**config.mk**
```make
export PLATFORM = sky130hd
export DESIGN_NAME = spi_disp_ser
export DESIGN_NICKNAME = d
export VERILOG_FILES = /design/src/rtl/spi_disp_pkg.sv /design/src/rtl/spi_disp_divnorm.sv /design/src/rtl/spi_disp_tick.sv /design/src/rtl/spi_disp_shreg.sv /design/src/rtl/spi_disp_ser.sv
export SDC_FILE = /design/constraint.sdc
export NUM_CORES = 1
export LEC_CHECK = 0
export ABC_AREA = 0
export CORE_MARGIN = 5
export CORE_UTILIZATION = 59
export CTS_BUF_LIST = sky130_fd_sc_hd__clkbuf_16
export DETAILED_ROUTE_END_ITERATION = 8
export PLACE_DENSITY = 0.84
export SLEW_MARGIN = 15
export SYNTH_ARGS = -nofsm -noshare
export SYNTH_HDL_FRONTEND = slang
export SYNTH_SLANG_ARGS = --single-unit
```
**constraint.sdc**
```tcl
create_clock -name clk -period 5.2 [get_ports clk]
set_input_delay 1.04 -clock clk [delete_from_list [all_inputs] [get_ports clk]]
set_output_delay 1.04 -clock clk [all_outputs]
set_load 0.01 [all_outputs]
```
**src/rtl/spi_disp_pkg.sv**
```systemverilog
package spi_disp_pkg;
  typedef enum logic {
    ST_IDLE = 1'b0,
    ST_XFER = 1'b1
  } ser_state_e;
endpackage

```
**src/rtl/spi_disp_divnorm.sv**
```systemverilog
module spi_disp_divnorm #(
  parameter int DIV_W = 8
) (
  input  logic [DIV_W-1:0] div_raw,
  output logic [DIV_W-1:0] half_cnt
);
  logic [DIV_W:0] sum;
  // half period = ceil(div/2): odd values round up to the next even divisor
  always_comb begin
    sum = {1'b0, div_raw} + {{DIV_W{1'b0}}, 1'b1};
    if (div_raw == '0) half_cnt = {{(DIV_W-1){1'b0}}, 1'b1};
    else               half_cnt = sum[DIV_W:1];
  end
endmodule

```
**src/rtl/spi_disp_tick.sv**
```systemverilog
module spi_disp_tick #(
  parameter int DIV_W = 8
) (
  input  logic             clk,
  input  logic             rst_n,
  input  logic             run,
  input  logic [DIV_W-1:0] half_cnt,
  output logic             tick
);
  logic [DIV_W-1:0] cnt;

  assign tick = run && (cnt == half_cnt - {{(DIV_W-1){1'b0}}, 1'b1});

  always_ff @(posedge clk or negedge rst_n) begin
    if (!rst_n)             cnt <= '0;
    else if (!run || tick)  cnt <= '0;
    else                    cnt <= cnt + {{(DIV_W-1){1'b0}}, 1'b1};
  end

  assert_tick_range_R7: assert property (@(posedge clk) disable iff (!rst_n)
    run |-> (cnt < half_cnt));
endmodule

```
**src/rtl/spi_disp_shreg.sv**
```systemverilog
module spi_disp_shreg #(
  parameter int FRAME_W = 9,
  parameter int BCNT_W  = 4
) (
  input  logic               clk,
  input  logic               rst_n,
  input  logic               load,
  input  logic               shift,
  input  logic [FRAME_W-1:0] frame,
  input  logic [BCNT_W-1:0]  len_m1,
  output logic               mosi,
  output logic               last
);
  logic [FRAME_W-1:0] sr;
  logic [BCNT_W-1:0]  left;

  assign mosi = sr[FRAME_W-1];
  assign last = (left == '0);

  always_ff @(posedge clk or negedge rst_n) begin
    if (!rst_n) begin
      sr   <= '0;
      left <= '0;
    end else if (load) begin
      sr   <= frame;
      left <= len_m1;
    end else if (shift) begin
      sr   <= {sr[FRAME_W-2:0], 1'b0};
      left <= left - {{(BCNT_W-1){1'b0}}, 1'b1};
    end
  end

  // a shift never happens past the final bit
  assert_no_shift_past_end_R3: assert property (@(posedge clk) disable iff (!rst_n)
    (shift && !load) |-> (left != '0));
endmodule

```
**src/rtl/spi_disp_ser.sv**
```systemverilog
module spi_disp_ser #(
  parameter int DIV_W  = 8,
  parameter int DATA_W = 8
) (
  input  logic              clk,
  input  logic              rst_n,
  input  logic [DIV_W-1:0]  clk_div,
  input  logic              three_wire,
  input  logic              in_valid,
  output logic              in_ready,
  input  logic [DATA_W-1:0] in_data,
  input  logic              in_cmd,
  output logic              sclk,
  output logic              mosi,
  output logic              cs_n,
  output logic              dc
);
  import spi_disp_pkg::*;

  localparam int FRAME_W = DATA_W + 1;
  localparam int BCNT_W  = $clog2(FRAME_W);

  ser_state_e        state;
  logic              sclk_q, cs_q, dc_q, three_q;
  logic [DIV_W-1:0]  half_q, half_norm;
  logic              tick, last, fall_last, take, shift, three_sel;
  logic [FRAME_W-1:0] frame_next;
  logic [BCNT_W-1:0]  len_next;

  spi_disp_divnorm #(.DIV_W(DIV_W)) u_divnorm (
    .div_raw (clk_div),
    .half_cnt(half_norm)
  );

  spi_disp_tick #(.DIV_W(DIV_W)) u_tick (
    .clk     (clk),
    .rst_n   (rst_n),
    .run     (state == ST_XFER),
    .half_cnt(half_q),
    .tick    (tick)
  );

  // end of last bit: falling sclk edge with no bits remaining
  assign fall_last = (state == ST_XFER) && tick && sclk_q && last;
  assign in_ready  = (state == ST_IDLE) || fall_last;
  assign take      = in_valid && in_ready;
  assign shift     = (state == ST_XFER) && tick && sclk_q && !last;
  assign three_sel = (state == ST_IDLE) ? three_wire : three_q;

  always_comb begin
    if (three_sel) begin
      frame_next = {in_cmd, in_data};
      len_next   = BCNT_W'(DATA_W);
    end else begin
      frame_next = {in_data, 1'b0};
      len_next   = BCNT_W'(DATA_W - 1);
    end
  end

  spi_disp_shreg #(.FRAME_W(FRAME_W), .BCNT_W(BCNT_W)) u_shreg (
    .clk   (clk),
    .rst_n (rst_n),
    .load  (take),
    .shift (shift),
    .frame (frame_next),
    .len_m1(len_next),
    .mosi  (mosi),
    .last  (last)
  );

  always_ff @(posedge clk or negedge rst_n) begin
    if (!rst_n) begin
      state   <= ST_IDLE;
      sclk_q  <= 1'b0;
      cs_q    <= 1'b1;
      dc_q    <= 1'b0;
      three_q <= 1'b0;
      half_q  <= {{(DIV_W-1){1'b0}}, 1'b1};
    end else begin
      case (state)
        ST_IDLE: begin
          if (in_valid) begin
            state   <= ST_XFER;
            cs_q    <= 1'b0;
            three_q <= three_wire;
            half_q  <= half_norm;
            dc_q    <= three_wire ? 1'b0 : in_cmd;
          end
        end
        default: begin
          if (tick) begin
            if (!sclk_q) begin
              sclk_q <= 1'b1;
            end else begin
              sclk_q <= 1'b0;
              if (last) begin
                if (in_valid) begin
                  dc_q <= three_q ? 1'b0 : in_cmd;
                end else begin
                  state <= ST_IDLE;
                  cs_q  <= 1'b1;
                end
              end
            end
          end
        end
      endcase
    end
  end

  assign sclk = sclk_q;
  assign cs_n = cs_q;
  assign dc   = dc_q;

  assert_sclk_only_selected_R2: assert property (@(posedge clk) disable iff (!rst_n)
    sclk_q |-> !cs_q);
  assert_mosi_stable_high_R4: assert property (@(posedge clk) disable iff (!rst_n)
    sclk_q |-> $stable(mosi));
  assert_dc_stable_high_R5: assert property (@(posedge clk) disable iff (!rst_n)
    sclk_q |-> $stable(dc_q));
  assert_dc_low_3wire_R6: assert property (@(posedge clk) disable iff (!rst_n)
    (!cs_q && three_q) |-> !dc_q);
  assert_half_nonzero_R8: assert property (@(posedge clk) disable iff (!rst_n)
    !cs_q |-> (half_q != '0));
  assert_mode_held_R10: assert property (@(posedge clk) disable iff (!rst_n)
    (!cs_q && $past(!cs_q)) |-> $stable(three_q));
  assert_accept_selects_R11: assert property (@(posedge clk) disable iff (!rst_n)
    (in_valid && in_ready) |=> !cs_q);
  assert_idle_ready_R11: assert property (@(posedge clk) disable iff (!rst_n)
    cs_q |-> in_ready);
endmodule

```
==> results of run 1 <==
-- logic make-up after synthesis --
kind of cell,share of synthesized area [%]
compound gates,11.38
buf+inv,4.197
flops,41.48
simple gates,12.96
mux,16.73
xor+xnor,10.22
fa+ha+maj,3.041
-- per-stage QoR --
step                std cells  setup slack (ps)
CTS                       268             788.4
global route              268             683.1
floorplan                 193              1743
finish                    268             782.4
detailed placement        260              1117
global placement          260              1222
-- routing by layer --
metal,vias to the layer above,track usage (%),wire length (um)
met5,-,0,0
met4,0,6.941,22
met3,2,5.523,210
met2,48,35.17,2468
met1,797,25.26,1989
li1,748,-,-
-- cells in the mapped netlist (2+ instances only) --
library cell / instances / area [um2]
dfstp_2: 2 / 52.55
mux2i_1: 31 / 310.3
nand2_1: 15 / 56.30
o21ai_0: 7 / 35.03
a21oi_1: 2 / 10.01
inv_1: 10 / 37.54
dfrtp_1: 32 / 800.8
and3_1: 5 / 31.28
a2111oi_1: 2 / 20.02
nor4_1: 4 / 25.02
mux2_2: 2 / 22.52
or3_1: 2 / 12.51
xnor2_1: 12 / 105.1
buf_6: 4 / 45.04
xor2_1: 12 / 105.1
a2111o_1: 2 / 22.52
nand3_1: 11 / 55.05
nor2_1: 12 / 45.04
ha_1: 5 / 62.56
-- power by group through the flow --
stage          Combinational, mW  Sequential (mW)  Clock [mW]
2_1_floorplan              0.256            0.412           0
3_3_place_gp               0.319            0.429           0
3_5_place_dp               0.340            0.434           0
4_1_cts                    0.349            0.434       0.342
5_1_grt                    0.384            0.446       0.356
6_report                   0.348            0.438       0.337
-- placed cells by master, fill, tap and decap left out, types with 4 or more instances in the layout --
cell,synthesis,layout
nand2_1,15,15
dfrtp_1,32,32
and3_1,5,5
ha_1,5,5
nor2_1,12,12
o21ai_0,7,7
xnor2_1,12,12
clkbuf_16,0,5
mux2i_1,31,31
xor2_1,12,12
inv_1,10,10
nand3_1,11,11
clkdlybuf4s50_1,0,25
nor4_1,4,4
-- area by class of cell --
class                           count  area, um2  area share [%]
Timing Repair Buffer               26      257.7           10.34
Sequential cell                    34      853.3           34.22
Multi-Input combinational cell    144       1117           44.81
Clock inverter                      3      45.04           1.806
Clock buffer                        5      125.1           5.018
Inverter                           10      37.54           1.505
Tap cell                           46      57.56           2.308
-- registers in the layout, indices dropped and copies added, names as in the netlist --
register and count:
cs_n 1, three_q 1, sclk 1, dc 1
u_tick.cnt 8, state 1, half_q 8, u_shreg.sr 9
u_shreg.left 4
-- critical path: stages, from the launching register on --
cell and delay [ps]:
dfstp_2 550, inv_1 60, ha_1 300, xnor2_1 150, or4b_2 630, a2bb2oi_1 230, a211o_2 400, o21ai_1 200
clkdlybuf4s50_1 580
-- how the worst max path moves through the flow --
stage | to | slack [ps] | cells past startpoint | start
5_1_grt | in_ready | 680 | 8 | half_q[0]
2_1_floorplan | in_ready | 1740 | 7 | half_q[0]
3_3_place_gp | in_ready | 1220 | 8 | half_q[0]
6_report | in_ready | 780 | 8 | half_q[0]
4_1_cts | in_ready | 790 | 8 | half_q[0]
3_5_place_dp | in_ready | 1120 | 8 | half_q[0]
==> run_results.csv, run 1 <==
group,metric,value,unit
status,status,"finished clean",
layout,fin_nets,247,
timing,rsz0062_at_grt,"false",
layout,utilization,74.14,%
timing,hold_viol_final,0,
setup_path,crit_type,"register to primary output",
run,cap_violations,0,
cts,cts_tree,"done",
timing,tns,0,ps
routing,post-route-drc-count,0,
cts,cts_setup_buffers,0,
routing,vias,1595,
yosys,avgSynthCellArea,10.66,um2
routing,first_pass_iters,4,
routing,drt-initial-drc-count,111,
yosys,yosysWarnings,0,
min_path,min-delay-path-class,"register to register",
cts,cts.sinks,34,
grt,grt_use_total,20.67,%
power,internal_power,746.4,uW
min_path,hold_end,"cs_n",
setup_path,r2r-start,"half_q[0]",
grt,first_global_vias,1680,
cts,cts-resized-gates,0,
setup_path,reg2reg_to,"u_shreg.left[1]",
grt,grt_pass1_wl,7845,um
die,die_h,69.05,um
placement,io_buffers,25,
yosys,synth_flop_cell,"dfrtp_1",
setup_path,critPathMaxFanout,5,
die,floorplan.rows,21,
routing,drt_wl_total,4690,um
yosys,synth-edff-count,0,
power,p_clk_share,30.0,%
power,leakagePower,1.223,nW
layout,fillers,253,
timing,setup_viol,0,
cts,clockRootBuffer,"clkbuf_16",
power,combPwrFrac,31.0,%
die,die_x,69.05,um
min_path,min_from,"cs_n",
yosys,synthArstFlopShare,100.0,%
yosys,synth_nets,219,
routing,post_drt_wl_per_cell,17.50,um
setup_path,cp.required,4160,ps
cts,postCtsHoldBufs,0,
cts,clkTransAtPathRegs,60,ps
power,pwr-share-seq,39.0,%
grt,antenna_found_initial,0,
power,power_density,450.4,mW/mm2
layout,fin_area,0.002494,mm2
timing,finalMaxSlewViolations,0,
placement,globalplace.congestion,0.8274,
timing,max_slew_margin,28.26,%
layout,drive_gt1_share,9.459,%
die,start_util,61.16,%
setup_path,start_kind,"register",
min_path,holdPathStages,1,
power,report.power.total,1.123,mW
setup_path,worstPathArrival,3380,ps
layout,syn2layout_area_growth,21.23,%
placement,placed_area,0.002323,mm2
timing,fmax,0.2264,GHz
cts,numCtsBuffers,5,
placement,dp_hpwl,3279,um
setup_path,cp-end-kind,"primary output",
power,p_sw_share,33.54,%
timing,fin_crit,4418,ps
layout,num_antenna_cells,0,
yosys,netlist_area,0.002057,mm2
cts,insertion_delay,280,ps
power,switching_power,376.7,uW
die,die_area,0.004767,mm2
setup_path,setup.reg_to_reg.worst_slack,1980,ps
yosys,ys_ff_latch,34,
cts,cts_max_path_buffers,2,
timing,holdWs,489.5,ps
die,core-area,0.003363,mm2
yosys,syn-instance-count,193,
yosys,yosysSeqAreaShare,41.48,%
grt,grt_max_degree,35,
timing,period_share,84.95,%
die,io_pins,26,
grt,globalRoute.totalOverflow,0,
timing,skew,4.861,ps
timing,worst-slew-pin-transition,1046,ps
routing,ant_nets,0,
routing,viasPerCell,5.951,
setup_path,ff2ff_path_depth,8,
power,vdd_drop_max,0.2683,mV
cts,cts_max_level,2,
yosys,ys_types,40,
Note: power is estimated with default switching activity, not from simulation.
==> inputs of run 2 (changes only) <==
--- a/config.mk
+++ b/config.mk
@@ -7,10 +7,10 @@
 export LEC_CHECK = 0
 export ABC_AREA = 0
 export CORE_MARGIN = 5
-export CORE_UTILIZATION = 59
+export CORE_UTILIZATION = 50
 export CTS_BUF_LIST = sky130_fd_sc_hd__clkbuf_16
 export DETAILED_ROUTE_END_ITERATION = 8
-export PLACE_DENSITY = 0.84
+export PLACE_DENSITY = 0.76
 export SLEW_MARGIN = 15
 export SYNTH_ARGS = -nofsm -noshare
 export SYNTH_HDL_FRONTEND = slang
==> constraint.sdc (replaced) <==
create_clock -name clk -period 3.6 [get_ports clk]
set_input_delay 0.72 -clock clk [delete_from_list [all_inputs] [get_ports clk]]
set_output_delay 0.72 -clock clk [all_outputs]
set_load 0.01 [all_outputs]
==> run 2 against run 1 <==
Via count is 4.4% lower. Total power up 37%. Clock power up 21%. Register-to-register slack got worse by 1600 ps. Critical endpoint unchanged. Largest cell class unchanged.
==> run_results.csv, run 2 (synthesis gave the netlist of run 1 again) <==
group,metric,value,unit
status,status,"finished clean",
placement,globalplace.congestion,0.7966,
routing,route.met2.wl,1793,um
routing,drt-initial-drc-count,46,
routing,wl_met1,1925,um
setup_path,critPathMaxFanout,2,
placement,place_inst,274,
die,die_h,74.14,um
layout,syn2layout_area_growth,23.48,%
die,io_pins,26,
grt,grt_pass1_wl,6630,um
layout,drive_gt1_share,13.36,%
grt,first_global_vias,1396,
routing,first_pass_iters,6,
placement,dp_hpwl,2975,um
grt,grt_use_total,16.03,%
cts,cts_max_path_buffers,2,
timing,finalMaxSlewViolations,0,
layout,layout_commonest_cell,"dfrtp_1",
power,leakagePower,1.262,nW
placement,pre_cts_slack,39.87,ps
placement,io_buffers,25,
timing,period_share,95.50,%
layout,largest_registers,"u_shreg.sr (9), half_q (8), u_tick.cnt (8)",
setup_path,worstPathArrival,2720,ps
routing,drt_wl_total,3973,um
min_path,min-delay-path-class,"register to register",
setup_path,cp-end-kind,"primary output",
placement,placed_area,0.002404,mm2
cts,numCtsBuffers,5,
timing,worst_slack,162.2,ps
power,vdd_drop_max,0.3816,mV
cts,cts.sinks,34,
routing,vias,1525,
timing,rsz0062_at_grt,"false",
cts,clkTransAtPathRegs,50,ps
layout,largest-register,"u_shreg.sr",
timing,worst-slew-pin-transition,601.4,ps
timing,fin_crit,3438,ps
power,power_density,607.6,mW/mm2
die,die_area,0.005497,mm2
routing,viasPerCell,5.408,
timing,skew,5.661,ps
layout,mostFrequentLayoutCells,"dfrtp_1 (32), mux2i_1 (31), clkdlybuf4s50_1 (24)",
grt,grt_max_degree,35,
cts,postCtsHoldBufs,0,
setup_path,start_kind,"register",
cts,cts_setup_buffers,0,
grt,globalRoute.totalOverflow,0,
layout,fin_nets,257,
cts,cts_tree,"done",
timing,hold_viol_final,0,
timing,tns,0,ps
die,start_util,51.42,%
layout,largest_reg_flops,9,
layout,num_antenna_cells,0,
cts,insertion_delay,280,ps
routing,ant_nets,0,
timing,fmax,0.2909,GHz
timing,max_slew_margin,59.75,%
timing,setup_viol,0,
routing,met3WireLength,180,um
routing,post_drt_wl_per_cell,14.09,um
die,die_x,74.14,um
setup_path,cp.required,2880,ps
layout,fin_area,0.002540,mm2
timing,holdWs,497.7,ps
routing,post-route-drc-count,0,
cts,cts_max_level,2,
setup_path,crit_type,"register to primary output",
cts,clockRootBuffer,"clkbuf_16",
die,core-area,0.004000,mm2
run,cap_violations,0,
routing,dr.max_layer_used,"met4",
grt,antenna_found_initial,0,
die,floorplan.rows,23,
layout,fin_cells,282,
[run 2: cell types whose count changed in the layout (fill, tap and decap cells not counted)]
cell,previous run,this run
buf_4,1,11
bufinv_16,1,0
clkbuf_2,0,1
clkdlybuf4s50_1,25,24
clkinv_1,0,1
clkinv_2,0,1
clkinvlp_4,2,1
[run 2: final cells by class]
type                    instances  area (um2)
clock buffers                   5       125.1
clock inverters                 3       16.27
fillers                       353        1460
inverters                      10       37.54
multi-input cells             144        1117
flip-flops and latches         34       853.3
well taps                      50       62.56
repair buffers                 36       327.8
[run 2: critical path, stage by stage (launching register included)]
cell	delay (ps)
dfstp_2	530
inv_1	50
ha_1	300
xnor2_1	140
or4b_2	630
a2bb2oi_1	160
a211o_2	330
o21ai_1	150
clkbuf_2	160
[run 2: metal layers]
| layer | vias to the layer above | GRT usage (%) |
|---|---|---|
| met4 | 0 | 7.243 |
| li1 | 769 | - |
| met2 | 32 | 22.64 |
| met5 | - | 0 |
| met3 | 7 | 4.189 |
| met1 | 717 | 22.96 |
[run 2: path summary, 6_finish.rpt]
check / from / to / slack, ps / depth (start not counted)
worst max-delay path: half_q[0] / in_ready / 160 / 8
worst min-delay path: cs_n / cs_n / 500 / 1
worst max register to register: half_q[0] / u_shreg.left[1] / 360 / 9
worst min register to register: cs_n / cs_n / 500 / 1
max in group asynchronous: rst_n / half_q[0] / 2410 / 2
min in group asynchronous: rst_n / u_shreg.sr[8] / 850 / 2
[run 2: report_power, final]
| group | switching, mW | total (mW) | internal (mW) |
|---|---|---|---|
| Sequential | 0.115 | 0.618 | 0.503 |
| Clock | 0.157 | 0.409 | 0.252 |
| Combinational | 0.238 | 0.517 | 0.279 |
[run 2: per-stage QoR]
step	utilization (%)	power [mW]
final	63.50	1.543
after CTS	63.59	1.556
after floorplan	-	0.9649
after detailed placement	60.09	1.141
after global routing	63.50	1.651
after global placement	60.09	1.120
[run 2: repair_timing]
item / 4_1_cts / 5_1_grt
pin swaps: 0 / 0
endpoints found under the setup margin: 1 / 1
resized for setup: 1 / 2
==> inputs of run 3 (changes only) <==
--- a/config.mk
+++ b/config.mk
@@ -10,7 +10,7 @@
 export CORE_UTILIZATION = 50
 export CTS_BUF_LIST = sky130_fd_sc_hd__clkbuf_16
 export DETAILED_ROUTE_END_ITERATION = 8
-export PLACE_DENSITY = 0.76
+export PLACE_DENSITY = 0.85
 export SLEW_MARGIN = 15
 export SYNTH_ARGS = -nofsm -noshare
 export SYNTH_HDL_FRONTEND = slang
==> run 3 against run 2 <==
Register-to-register slack better by 50 ps. Combinational power hardly changed. Fmax is 0.44% lower. Routed wire length is 10% higher. Sequential share of layout area is 0.21 points lower. Cell area is 0.64% higher. First-iteration DRC count is 120% higher. Critical path type unchanged. Highest routed layer unchanged.
==> run_results.csv, run 3 (synthesis gave the netlist of run 1 again) <==
group,metric,value,unit
placement,io_buffers,25,
placement,globalplace.congestion,0.9146,
cts,clockRootBuffer,"clkbuf_16",
grt,first_global_vias,1572,
timing,holdWs,494.7,ps
grt,grt_max_degree,35,
routing,post_drt_wl_per_cell,15.55,um
cts,insertion_delay,280,ps
cts,cts_tree,"done",
layout,syn2layout_area_growth,24.27,%
setup_path,start_kind,"register",
cts,cts_setup_buffers,0,
layout,utilization,63.90,%
cts,cts_max_path_buffers,2,
power,report.power.total,1.618,mW
grt,antenna_found_initial,0,
min_path,hold_end,"cs_n",
timing,period_share,95.92,%
placement,dp_hpwl,3077,um
die,die_area,0.005497,mm2
die,io_pins,26,
cts,cts.sinks,34,
min_path,min-delay-path-class,"register to register",
setup_path,reg2reg_to,"u_shreg.left[1]",
layout,num_antenna_cells,0,
die,start_util,51.42,%
die,floorplan.rows,23,
grt,grt_use_total,17.48,%
setup_path,cp-end-kind,"primary output",
setup_path,crit_type,"register to primary output",
timing,fmax,0.2896,GHz
routing,vias,1590,
cts,clkTransAtPathRegs,50,ps
routing,drt-initial-drc-count,102,
layout,layout_commonest_cell,"dfrtp_1",
layout,multi_input_area,0.001117,mm2
timing,rsz0062_at_grt,"false",
layout,largest_registers,"u_shreg.sr (9), half_q (8), u_tick.cnt (8)",
die,die_h,74.14,um
run,cap_violations,0,
power,vdd_drop_max,0.5092,mV
cts,cts_max_level,2,
min_path,min_from,"cs_n",
routing,drt_wl_total,4369,um
power,leakagePower,1.274,nW
routing,viasPerCell,5.658,
setup_path,startpoint,"half_q[0]",
layout,drive_gt1_share,13.42,%
routing,first_pass_iters,6,
layout,largest-register,"u_shreg.sr",
layout,largest_reg_flops,9,
timing,finalMaxSlewViolations,0,
min_path,holdPathStages,1,
routing,post-route-drc-count,0,
timing,max_slew_margin,58.02,%
setup_path,cp.required,2880,ps
layout,mostFrequentLayoutCells,"dfrtp_1 (32), mux2i_1 (31), clkdlybuf4s50_1 (24)",
timing,worst-slew-pin-transition,621.4,ps
layout,fin_area,0.002556,mm2
layout,fillers,299,
setup_path,r2r-start,"half_q[0]",
grt,grt_pass1_wl,7286,um
status,status,"finished clean",
placement,placed_area,0.002396,mm2
layout,regArea,853.3,um2
power,power_density,632.8,mW/mm2
die,core-area,0.004000,mm2
timing,setup_viol,0,
cts,numCtsBuffers,5,
timing,hold_viol_final,0,
setup_path,worstPathArrival,2730,ps
timing,fin_crit,3453,ps
cts,postCtsHoldBufs,0,
grt,globalRoute.totalOverflow,0,
setup_path,setup.reg_to_reg.worst_slack,410,ps
timing,tns,0,ps
die,die_x,74.14,um
routing,ant_nets,0,
layout,fin_nets,256,
setup_path,critPathMaxFanout,2,
setup_path,ff2ff_path_depth,9,
timing,skew,6.858,ps
-- run 3: cell types whose count changed in the layout (fill, tap and decap cells not counted) --
cell,delta
buf_4,-1
bufinv_16,+1
clkinv_1,-1
clkinv_2,+1
clkinvlp_4,-1
-- run 3: through the flow --
stage | std cells | setup WS [ps]
floorplan | 193 | 463.3
global placement | 273 | 56.79
detailed placement | 273 | 47.66
CTS | 281 | 15.86
global route | 281 | 35.66
finish | 281 | 147.0
-- run 3: layout make-up --
class                   count  share of cell area, %
multi-input cells         144                  43.71
flip-flops and latches     34                  33.38
repair buffers             35                  12.53
clock buffers               5                  4.895
well taps                  50                  2.447
clock inverters             3                  1.566
inverters                  10                  1.468
-- run 3: how the worst max path moves through the flow --
stage | end | slack (ps) | depth (start not counted)
2_1_floorplan | in_ready | 460 | 7
3_3_place_gp | in_ready | 60 | 8
3_5_place_dp | in_ready | 50 | 8
4_1_cts | in_ready | 20 | 8
5_1_grt | in_ready | 40 | 8
6_report | in_ready | 150 | 8
-- run 3: timing repair --
item                                    CTS  global route
resized for setup                         1             2
endpoints found under the setup margin    1             1
hold endpoints to repair                  0             0
-- run 3: report_power, final --
group          switching [mW]  internal, mW  total, mW
clock                   0.152         0.323      0.475
combinational           0.247         0.271      0.518
sequential              0.121         0.503      0.625
-- run 3: worst max-delay path: stages (launching register included) --
cell and delay [ps]:
dfstp_2 530, inv_1 60, ha_1 300, xnor2_1 140, or4b_2 630, a2bb2oi_1 160
a211o_2 320, o21ai_1 150, clkbuf_2 160
-- run 3: routing by layer --
| layer | share of wire [%] | GRT usage, % | routed length (um) | up-vias |
|---|---|---|---|---|
| met1 | 47 | 22.84 | 2034 | 778 |
| met2 | 48 | 28.35 | 2095 | 37 |
| met3 | 4.0 | 4.459 | 174 | 6 |
| li1 | - | - | - | 769 |
| met4 | 1.5 | 5.835 | 65 | 0 |
| met5 | 0 | 0 | 0 | - |
